<file path="src/rtl/mbist_pkg.sv">
package mbist_pkg;
   typedef enum logic [1:0] {
      SWEEP_LO_A     = 2'b00,
      SWEEP_LO_B     = 2'b01,
      SWEEP_FULL     = 2'b10,
      SWEEP_FULL_ALT = 2'b11
   } sweep_e;

   typedef enum logic [1:0] {
      ST_IDLE = 2'b00,
      ST_RUN  = 2'b01,
      ST_DONE = 2'b10
   } state_e;
endpackage

</file>
<file path="src/rtl/mbist_tpg.sv">
module mbist_tpg
   import mbist_pkg::*;
#(
   parameter int OP_W = 4
) (
   input  logic            clk,
   input  logic            rst_n,
   input  logic            load,
   input  logic            step,
   input  sweep_e          mode,
   output logic [OP_W-1:0] gen_a,
   output logic [OP_W-1:0] gen_b,
   output logic            last
);
   localparam int H    = OP_W / 2;
   localparam int CW   = 2 * OP_W;
   localparam logic [CW-1:0] TERM_RED  = CW'((1 << (OP_W + H)) - 1);
   localparam logic [CW-1:0] TERM_FULL = '1;

   logic [CW-1:0] cnt;
   logic [CW-1:0] term;

   always_comb begin
      case (mode)
         SWEEP_LO_A, SWEEP_LO_B: term = TERM_RED;
         default:                term = TERM_FULL;
      endcase
   end

   assign last = (cnt == term);

   always_ff @(posedge clk or negedge rst_n) begin
      if (!rst_n)    cnt <= '0;
      else if (load) cnt <= '0;
      else if (step) cnt <= cnt + 1'b1;
   end

   always_comb begin
      case (mode)
         SWEEP_LO_A: begin
            gen_a = {{(OP_W-H){1'b0}}, cnt[OP_W +: H]};
            gen_b = cnt[0 +: OP_W];
         end
         SWEEP_LO_B: begin
            gen_a = cnt[H +: OP_W];
            gen_b = {{(OP_W-H){1'b0}}, cnt[0 +: H]};
         end
         default: begin
            gen_a = cnt[OP_W +: OP_W];
            gen_b = cnt[0 +: OP_W];
         end
      endcase
   end


   cnt_in_range_chk: assert property (@(posedge clk) disable iff (!rst_n)
      step |-> (cnt <= term));
endmodule

</file>
<file path="src/rtl/mbist_ora.sv">
module mbist_ora #(
   parameter int OP_W = 4
) (
   input  logic              clk,
   input  logic              rst_n,
   input  logic              clear,
   input  logic              set_fail,
   input  logic              sample,
   input  logic              is_signed,
   input  logic [OP_W-1:0]   opa,
   input  logic [OP_W-1:0]   opb,
   input  logic [2*OP_W-1:0] prod,
   output logic              fail_q,
   output logic              pending
);
   localparam int PW = 2 * OP_W;

   logic [PW-1:0] ext_a, ext_b, gold;
   logic          mis_q;

   always_comb begin
      if (is_signed) begin
         ext_a = {{OP_W{opa[OP_W-1]}}, opa};
         ext_b = {{OP_W{opb[OP_W-1]}}, opb};
      end else begin
         ext_a = {{OP_W{1'b0}}, opa};
         ext_b = {{OP_W{1'b0}}, opb};
      end
      gold = ext_a * ext_b;
   end

   always_ff @(posedge clk or negedge rst_n) begin
      if (!rst_n) begin
         mis_q   <= 1'b0;
         pending <= 1'b0;
         fail_q  <= 1'b0;
      end else begin
         mis_q   <= sample && (prod != gold);
         pending <= sample;
         if (clear)                 fail_q <= set_fail;
         else if (pending && mis_q) fail_q <= 1'b1;
      end
   end


   fail_sticky_chk: assert property (@(posedge clk) disable iff (!rst_n)
      (fail_q && !clear) |=> fail_q);
endmodule

</file>
<file path="src/rtl/mbist_fsm.sv">
module mbist_fsm
   import mbist_pkg::*;
(
   input  logic   clk,
   input  logic   rst_n,
   input  logic   start,
   input  logic   manual_en,
   input  logic   sel_none,
   input  logic   last,
   output state_e state,
   output logic   accept
);
   state_e nxt;

   assign accept = start && !manual_en && (state != ST_RUN);

   always_comb begin
      nxt = state;
      case (state)
         ST_RUN:  if (last) nxt = ST_DONE;
         default: if (accept) nxt = sel_none ? ST_DONE : ST_RUN;
      endcase
   end

   always_ff @(posedge clk or negedge rst_n) begin
      if (!rst_n) state <= ST_IDLE;
      else        state <= nxt;
   end


   start_in_run_ignored_chk: assert property (@(posedge clk) disable iff (!rst_n)
      (state == ST_RUN && start && !last) |=> (state == ST_RUN));
endmodule

</file>
<file path="src/rtl/mul_bist_ctrl.sv">
module mul_bist_ctrl
   import mbist_pkg::*;
#(
   parameter int          OP_W        = 4,
   parameter int          N_UNITS     = 3,
   parameter logic [2:0]  UNIT_SIGNED = 3'b100
) (
   input  logic                      clk,
   input  logic                      rst_n,
   input  logic                      start,
   input  logic [1:0]                mode,
   input  logic [1:0]                unit_sel,
   input  logic                      manual_en,
   input  logic [OP_W-1:0]           man_a,
   input  logic [OP_W-1:0]           man_b,
   input  logic [N_UNITS*2*OP_W-1:0] prod_in,
   output logic [OP_W-1:0]           op_a,
   output logic [OP_W-1:0]           op_b,
   output logic [2*OP_W-1:0]         prod_out,
   output logic                      busy,
   output logic                      done,
   output logic                      pass,
   output logic                      fail
);
   localparam int PW = 2 * OP_W;
   localparam int H  = OP_W / 2;

   if (OP_W < 2 || (OP_W % 2) != 0) begin : g_bad_width
      $error("mul_bist_ctrl: OP_W must be even and at least 2");
   end
   if (N_UNITS < 1 || N_UNITS > 3) begin : g_bad_units
      $error("mul_bist_ctrl: N_UNITS must lie in 1..3");
   end

   state_e        state;
   logic          accept, last, sel_none, pending, fail_q;
   logic [1:0]    sel_q, sel_idx;
   sweep_e        mode_q;
   logic [OP_W-1:0] gen_a, gen_b;
   logic [PW-1:0] prod_arr [N_UNITS];
   logic [PW-1:0] prod_sel;
   logic          sgn_sel;

   genvar g;
   for (g = 0; g < N_UNITS; g++) begin : g_lane
      assign prod_arr[g] = prod_in[g*PW +: PW];
   end

   assign sel_none = (unit_sel == 2'd0) || (int'(unit_sel) > N_UNITS);

   always_ff @(posedge clk or negedge rst_n) begin
      if (!rst_n) begin
         sel_q  <= 2'd0;
         mode_q <= SWEEP_LO_A;
      end else if (accept) begin
         sel_q  <= unit_sel;
         mode_q <= sweep_e'(mode);
      end
   end

   assign busy    = (state == ST_RUN);
   assign sel_idx = busy ? sel_q : unit_sel;

   always_comb begin
      prod_sel = '0;
      sgn_sel  = 1'b0;
      for (int u = 0; u < N_UNITS; u++) begin
         if (sel_idx == 2'(u + 1)) begin
            prod_sel = prod_arr[u];
            sgn_sel  = UNIT_SIGNED[u];
         end
      end
   end

   mbist_fsm u_fsm (
      .clk       (clk),
      .rst_n     (rst_n),
      .start     (start),
      .manual_en (manual_en),
      .sel_none  (sel_none),
      .last      (last),
      .state     (state),
      .accept    (accept)
   );

   mbist_tpg #(.OP_W(OP_W)) u_tpg (
      .clk   (clk),
      .rst_n (rst_n),
      .load  (accept),
      .step  (busy),
      .mode  (mode_q),
      .gen_a (gen_a),
      .gen_b (gen_b),
      .last  (last)
   );

   mbist_ora #(.OP_W(OP_W)) u_ora (
      .clk       (clk),
      .rst_n     (rst_n),
      .clear     (accept),
      .set_fail  (sel_none),
      .sample    (busy),
      .is_signed (sgn_sel),
      .opa       (op_a),
      .opb       (op_b),
      .prod      (prod_sel),
      .fail_q    (fail_q),
      .pending   (pending)
   );

   always_comb begin
      if (busy) begin
         op_a = gen_a;
         op_b = gen_b;
      end else if (manual_en) begin
         op_a = man_a;
         op_b = man_b;
      end else begin
         op_a = '0;
         op_b = '0;
      end
   end

   assign prod_out = prod_sel;
   assign done     = (state == ST_DONE) && !pending;
   assign pass     = done && !fail_q;
   assign fail     = done && fail_q;


   lo_a_upper_zero_chk: assert property (@(posedge clk) disable iff (!rst_n)
      (busy && mode_q == SWEEP_LO_A) |-> (op_a[OP_W-1:H] == '0));


   lo_b_upper_zero_chk: assert property (@(posedge clk) disable iff (!rst_n)
      (busy && mode_q == SWEEP_LO_B) |-> (op_b[OP_W-1:H] == '0));


   verdict_exclusive_chk: assert property (@(posedge clk) disable iff (!rst_n)
      done |-> (pass != fail));


   result_hold_chk: assert property (@(posedge clk) disable iff (!rst_n)
      (done && !accept) |=> (done && $stable(pass) && $stable(fail)));


   manual_through_chk: assert property (@(posedge clk) disable iff (!rst_n)
      (manual_en && !busy) |-> (op_a == man_a && op_b == man_b));
endmodule

</file>
<file path="config.mk">
export PLATFORM = sky130hd
export DESIGN_NAME = mul_bist_ctrl
export DESIGN_NICKNAME = d
export VERILOG_FILES = /design/src/rtl/mbist_pkg.sv /design/src/rtl/mbist_tpg.sv /design/src/rtl/mbist_ora.sv /design/src/rtl/mbist_fsm.sv /design/src/rtl/mul_bist_ctrl.sv
export SDC_FILE = /design/constraint.sdc
export NUM_CORES = 1
export LEC_CHECK = 0
export ABC_AREA = 0
export BUFFER_PORTS_ARGS = -buffer_cell sky130_fd_sc_hd__buf_2
export CAP_MARGIN = 20
export CORE_ASPECT_RATIO = 0.7
export CORE_MARGIN = 2
export CORE_UTILIZATION = 40
export DETAILED_ROUTE_END_ITERATION = 6
export SLEW_MARGIN = 40
export SYNTH_ARGS = -nofsm -noshare
export SYNTH_HDL_FRONTEND = slang
export SYNTH_SLANG_ARGS = --single-unit
</file>
<file path="constraint.sdc">
create_clock -name clk -period 6.59 [get_ports clk]
set_clock_uncertainty 0.05 [all_clocks]
set_input_delay 0.659 -clock clk [delete_from_list [all_inputs] [get_ports clk]]
set_output_delay 0.659 -clock clk [all_outputs]
set_load 0.05 [all_outputs]
</file>
### Word-level counts from Yosys, hierarchy flattened

Index checks and enable logic that the tools add are counted.

| cells by class | value |
|---|---|
| add/sub/neg operators | 1 |
| multipliers | 1 |
| eq/ne operators | 10 |
| mux-type cells | 22 |
| reductions and logical operators | 16 |

Operator list:

| cell | count |
|---|---|
| two-way mux 8 bit | 8 |
| two-way mux 4 bit | 5 |
| two-way mux 2 bit | 5 |
| adder 8 x 1 -> 8 bit, second input constant | 1 |
| equality test 8 bit | 1 |
| multiplier 8 x 8 -> 8 bit | 1 |
| != test 8 bit | 1 |
| case mux 4 bit (2 select lines) | 1 |
| logical AND 1 bit | 7 |
| equality test 2 x 1 -> 1 bit, second input constant | 3 |
| equality test 2 bit, second input constant | 3 |
| logical NOT 2 bit | 2 |
| != test 2 x 1 -> 1 bit, second input constant | 2 |
| nonzero test 2 bit | 2 |
| logical NOT 1 bit | 3 |
| two-way mux 1 bit | 3 |
| AND reduction 2 bit | 1 |
| OR reduction 2 bit | 1 |

| storage, ports and cells | value |
|---|---|
| register bits after elaboration | 17 |
| input port bits | 40 |
| output and inout bits | 20 |
| word-level logic and storage cells | 57 |

### Longest topological paths before layout

| depth | value |
|---|---|
| word-level depth | 8 |
| gate-level depth with buffers | 23 |
| depth with buffers taken out | 21 |

### Cells and area by module

From an unflattened synthesis, not the netlist that was laid out.

| second synthesis, totals | value |
|---|---|
| cell total of the unflattened synthesis | 233 |
| area, all modules | 2053.2 um^2 |

Modules (own cells, without submodules):

| module | instances | cells each | area an instance (um^2) | sequential area each (um^2) |
|---|---|---|---|---|
| mbist_ora | 1 | 98 | 947.2 | 75.1 |
| mul_bist_ctrl | 1 | 70 | 509.2 | 100.1 |
| mbist_tpg | 1 | 55 | 484.2 | 200.2 |
| mbist_fsm | 1 | 10 | 112.6 | 50.0 |

### Worst setup path before layout

No wires, ideal clock.

| timing | value |
|---|---|
| kind | reg-to-reg |
| start | register u_fsm.state[0] |
| end | register u_ora.mis_q |
| library setup time | 0.136 ns |
| data arrival time | 4.870 ns |
| data required time | 6.404 ns |
| slack | 1.534 ns |
| cell stages (with the launch flop) | 21 |
| path buffers | 3 |
| clock period less this slack | 5.056 ns |
| cell sequence | dfrtp_1 > nand2b_1 > buf_6 > clkbuf_1 > clkbuf_1 > a31oi_1 > inv_1 > nand2_1 > fa_1 > fa_1 > inv_1 > fa_1 > inv_1 > fa_1 > inv_1 > ha_1 > a21oi_1 > xnor2_1 > xnor2_1 > xnor2_1 > a31oi_1 |

| between the ends | value |
|---|---|
| elaborated cells between the ends (all ways) | 16 |
| classes of those cells | 1 x mul; 5 x eq/ne; 9 x mux; 1 x reduce/logical |

RTL lines:

| item | RTL line | source |
|---|---|---|
| start, declared | mbist_fsm.sv:10 | `output state_e state,` |
| start signal, assigned | mbist_fsm.sv:27 | `else state <= nxt;` |
| equality test 2 x 1 -> 1 bit | mul_bist_ctrl.sv:61 | `assign busy = (state == ST_RUN);` |
| two-way mux 4 bit | mul_bist_ctrl.sv:112 | `if (busy) begin` |
| net op_a[1] | mul_bist_ctrl.sv:17 | `output logic [OP_W-1:0] op_a,` |
| two-way mux 8 bit | mbist_ora.sv:22 | `if (is_signed) begin` |
| multiplier 8 x 8 -> 8 bit | mbist_ora.sv:29 | `gold = ext_a * ext_b;` |
| != test 8 bit | mbist_ora.sv:38 | `mis_q <= sample && (prod != gold);` |
| logical AND 1 bit | mbist_ora.sv:38 |  |
| end signal, assigned | mbist_ora.sv:38 |  |
| end, declared | mbist_ora.sv:19 | `logic mis_q;` |

The timed path passes the listed nets, and every way through them passes these cells.
A chain may end at the register's enable or synchronous reset.

### Worst setup path in the final report

| timing | value |
|---|---|
| start | register u_fsm.state[1] |
| end | register u_ora.mis_q |

| between the ends | value |
|---|---|
| word-level cells in the longest chain between the ends | 8 |
| elaborated cells between the ends (all ways) | 16 |
| classes of those cells | 1 x mul; 5 x eq/ne; 9 x mux; 1 x reduce/logical |

Ends and longest elaborated chain:

| item | RTL line | source |
|---|---|---|
| equality test 2 x 1 -> 1 bit (*) | mul_bist_ctrl.sv:61 |  |
| two-way mux 2 bit | mul_bist_ctrl.sv:62 | `assign sel_idx = busy ? sel_q : unit_sel;` |
| equality test 2 bit / equality test 2 x 1 -> 1 bit (equally long branches) | mul_bist_ctrl.sv:68 | `if (sel_idx == 2'(u + 1)) begin` |
| two-way mux 1 bit / two-way mux 8 bit (equally long branches) | mul_bist_ctrl.sv:68 |  |
| two-way mux 8 bit (on tied branches) | mbist_ora.sv:22, mul_bist_ctrl.sv:68 |  |
| multiplier 8 x 8 -> 8 bit / two-way mux 8 bit (equally long branches) | mbist_ora.sv:29, mul_bist_ctrl.sv:68 |  |
| != test 8 bit | mbist_ora.sv:38 |  |
| logical AND 1 bit (*) | mbist_ora.sv:38 |  |

Mark *: on every way between the ends. The rest lies on a longest branch, timed or not.

==> metrics.md <==
| Metric | Value |
|---|---|
| DIE AREA | `between 5000 and 6000 um^2` |
| Netlist Area Pre-Place | `2050 um^2` |
| Drt wl/cell | `13.9 um` |
| Max-slew headroom | `55.8%` |
| Cell row count | `21` |
| Distinct cells, synth | `40` |
| Via density | `about 5.0` |
| Most used DFF post-synth | `dfrtp_1` |
| Crit Path Max Fanout | `25` |
| Final HPWL DP | `4.26 mm` |
| Iter 0 DRT Violations | `62` |
| Mapped Cells | `232` |
| Slew Viols, Final | `0` |
| Clock-pin slew on the worst setup and hold paths | `70 ps` |
| EDFF count, synth | `0` |
| Post-CTS sizing | `0` |
| Postcts setup bufs | `0` |
| Clock sink total | `17` |
| Core Box Area | `4860 um^2` |
| Setup_tns | `0 ps` |
| RSZ-0062 raised after global routing | `false` |
| Final hold violation count | `0` |
| Die Wd | `about 90 um` |
| Peak supply drop | `0.000143 V` |
| Static leakage power | `1.29 nW` |
| GRT Util Overall | `19.3%` |
| Ant. Diodes | `0` |
| Max Freq | `approximately 0.2 GHz` |
| Drt total wl | `4.96 mm` |
| Asr flop ratio synth | `between 90% and 100%` |
| Sequential area share after synthesis | `about a fifth` |
| Post-route DRC | `0` |
| Clock Latency Late Sink | `250 ps` |
| Worst Tran Pin Value | `660 ps` |
| Routed Antenna Nets | `0` |
| Final Setup Violations | `0` |
| Crit end category | `register` |
| Power per cell area | `264 nW/um^2` |
| Startpoint Class | `register` |
| Post-synth net total | `between 300 and 400` |
| Max_cap viols | `0` |
| Largest net degree at the start of global routing | `26` |
| Tmin final | `around 5000 ps` |
| Pre-CTS setup slack | `between 1000 and 1500 ps` |
| Hold crit path type | `in2async` |
| Critical path class | `reg2reg` |
| Share of layout cells above drive strength 1 | `approximately a quarter` |
| CTS root buf | `clkbuf_8` |
| Critical Path RT | `~6700 ps` |
| Layout Utilization | `between 50% and 60%` |
| Avg Synthesized Cell Area | `roughly 9 um^2` |
| GRT overflow | `0` |
| WP data arrival | `just over 5000 ps` |
| TritonCTS clock tree | `yes` |
| I/O pin cnt | `60` |
| Number of global-route vias before repair | `1,739` |
| Final Cycle Share | `between 70% and 80%` |
| Routability Congestion | `~0.84` |
| Initial antenna violation count | `0` |
| Fillers | `a little under 500` |
| Maximum root-to-sink buffer count | `2` |
| Setup ws final | `roughly 1600 ps` |
| Area Growth Syn to Fin | `19.1%` |
| Ys Warns | `0` |
| DR vias | `about 1,800` |
| Status | `completed` |
| CTS H-tree lvls | `1` |
| Drt first pass iters | `4` |
| CTS Buf Count | `3` |
| Seq cells post-synth | `17` |
| Die height | `roughly 64 um` |
| Nets | `about 360` |
| First-pass GRT wire length | `between 8 and 9 mm` |
| Starting Density | `a little over two fifths` |
| Port buffer count | `59` |
| # hold bufs at CTS | `0` |
flip-flops by register name, summed over array words and instances (netlist names):
register       count
u_fsm.state        2
u_tpg.cnt          8
sel_q              2
u_ora.pending      1
mode_q             2
u_ora.fail_q       1
u_ora.mis_q        1
synth_stat cells (all sizes together) (2+ instances only):
master	count	share of area (%)
a31oi	6	1.8
a22oi	2	0.73
dfrtp	17	21
and3b	2	0.85
buf	2	0.92
o2bb2ai	8	4.3
nand3	9	2.2
and3	4	1.2
nand4	2	0.61
fa	12	12
a21oi	6	1.5
nor2	24	4.4
inv	30	5.7
mux2i	12	7.1
nor2b	4	1.2
clkbuf	5	0.92
o21ai	8	2.0
xor2	8	3.4
xnor2	15	6.4
nor3	3	0.73
ha	17	10
nand2	16	2.9
a21o	2	0.73
mux2	5	2.7
o21a	2	0.73
per-layer routing:
metal	share of wire (%)	routed length, um	GRT usage, %	vias up
met2	39	1940	26.1	61
li1	-	-	-	902
met1	54	2690	31.6	823
met4	0	0	2.24	0
met5	0	0	0	-
met3	6.5	324	4.39	0
power breakdown:
group	internal, mW	leakage [nW]	switching (mW)
clock	0.0429	0.0228	0.0358
sequential	0.131	0.217	0.0338
combinational	0.134	1.05	0.268
total	0.308	1.29	0.338
cell families (layout without fill, tap and decap cells):
family,count (synthesis),count (layout),share of synthesized area (%)
xor+xnor,23,23,9.82
simple gates,68,68,15.4
fa+ha+maj,29,29,22.1
flops,17,17,20.7
buf+inv,37,93,7.57
compound gates,41,41,14.5
mux,17,17,9.82
area by class of cell:
cell class	instances	area (um^2)	area share (%)
multi-input cells	178	1470	60.3
flip-flops and latches	17	425	17.4
repair buffers	59	295	12.1
inverters	30	118	4.82
well taps	69	86.3	3.53
clock buffers	4	45.0	1.84
path summary, 6_finish.rpt:
kind	startpoint	endpoint	slack, ps	cells past startpoint
worst min-delay path	rst_n	mode_q[0]	260	1
worst max register to register	u_fsm.state[1]	u_ora.mis_q	1590	18
max in group asynchronous	rst_n	u_ora.fail_q	5940	1
min in group clk	u_fsm.state[1]	u_fsm.state[1]	480	1
worst max-delay path	u_fsm.state[1]	u_ora.mis_q	1590	18
worst min register to register	u_fsm.state[1]	u_fsm.state[1]	480	1
worst max-delay path, cell delays in order (launching register included):
cell and delay, ps:
dfrtp_1 400, nand2b_2 400, inv_6 220, and3_1 200, a31oi_1 90, nor2_1 190
nand2_1 120, fa_1 460, fa_1 490, inv_1 50, fa_1 480, inv_1 60
fa_1 530, inv_1 60, ha_1 310, xor2_1 180, xnor2_1 130, nor4_1 330
a31oi_1 120
cell usage in the layout, fill, tap and decap left out, types with 4 or more instances in the layout:
| cell type | instances |
|---|---|
| mux2_2 | 5 |
| nand2_1 | 16 |
| xor2_1 | 8 |
| nor2b_1 | 4 |
| ha_1 | 17 |
| and3_1 | 4 |
| a21oi_1 | 6 |
| fa_1 | 12 |
| o21ai_0 | 8 |
| xnor2_1 | 15 |
| o2bb2ai_1 | 5 |
| nand3_1 | 9 |
| dfrtp_1 | 17 |
| mux2i_1 | 10 |
| buf_2 | 59 |
| nor2_1 | 24 |
| inv_1 | 29 |
| a31oi_1 | 6 |
metrics by stage:
stage	std cells	hold slack [ps]	power (mW)	area, um^2
after floorplan	232	313	0.482	2050
after global placement	353	466	0.566	2390
after detailed placement	353	471	0.568	2390
after CTS	357	279	0.647	2440
after global routing	357	287	0.697	2440
final	357	262	0.646	2440
Note: power is estimated with default switching activity, not from simulation.
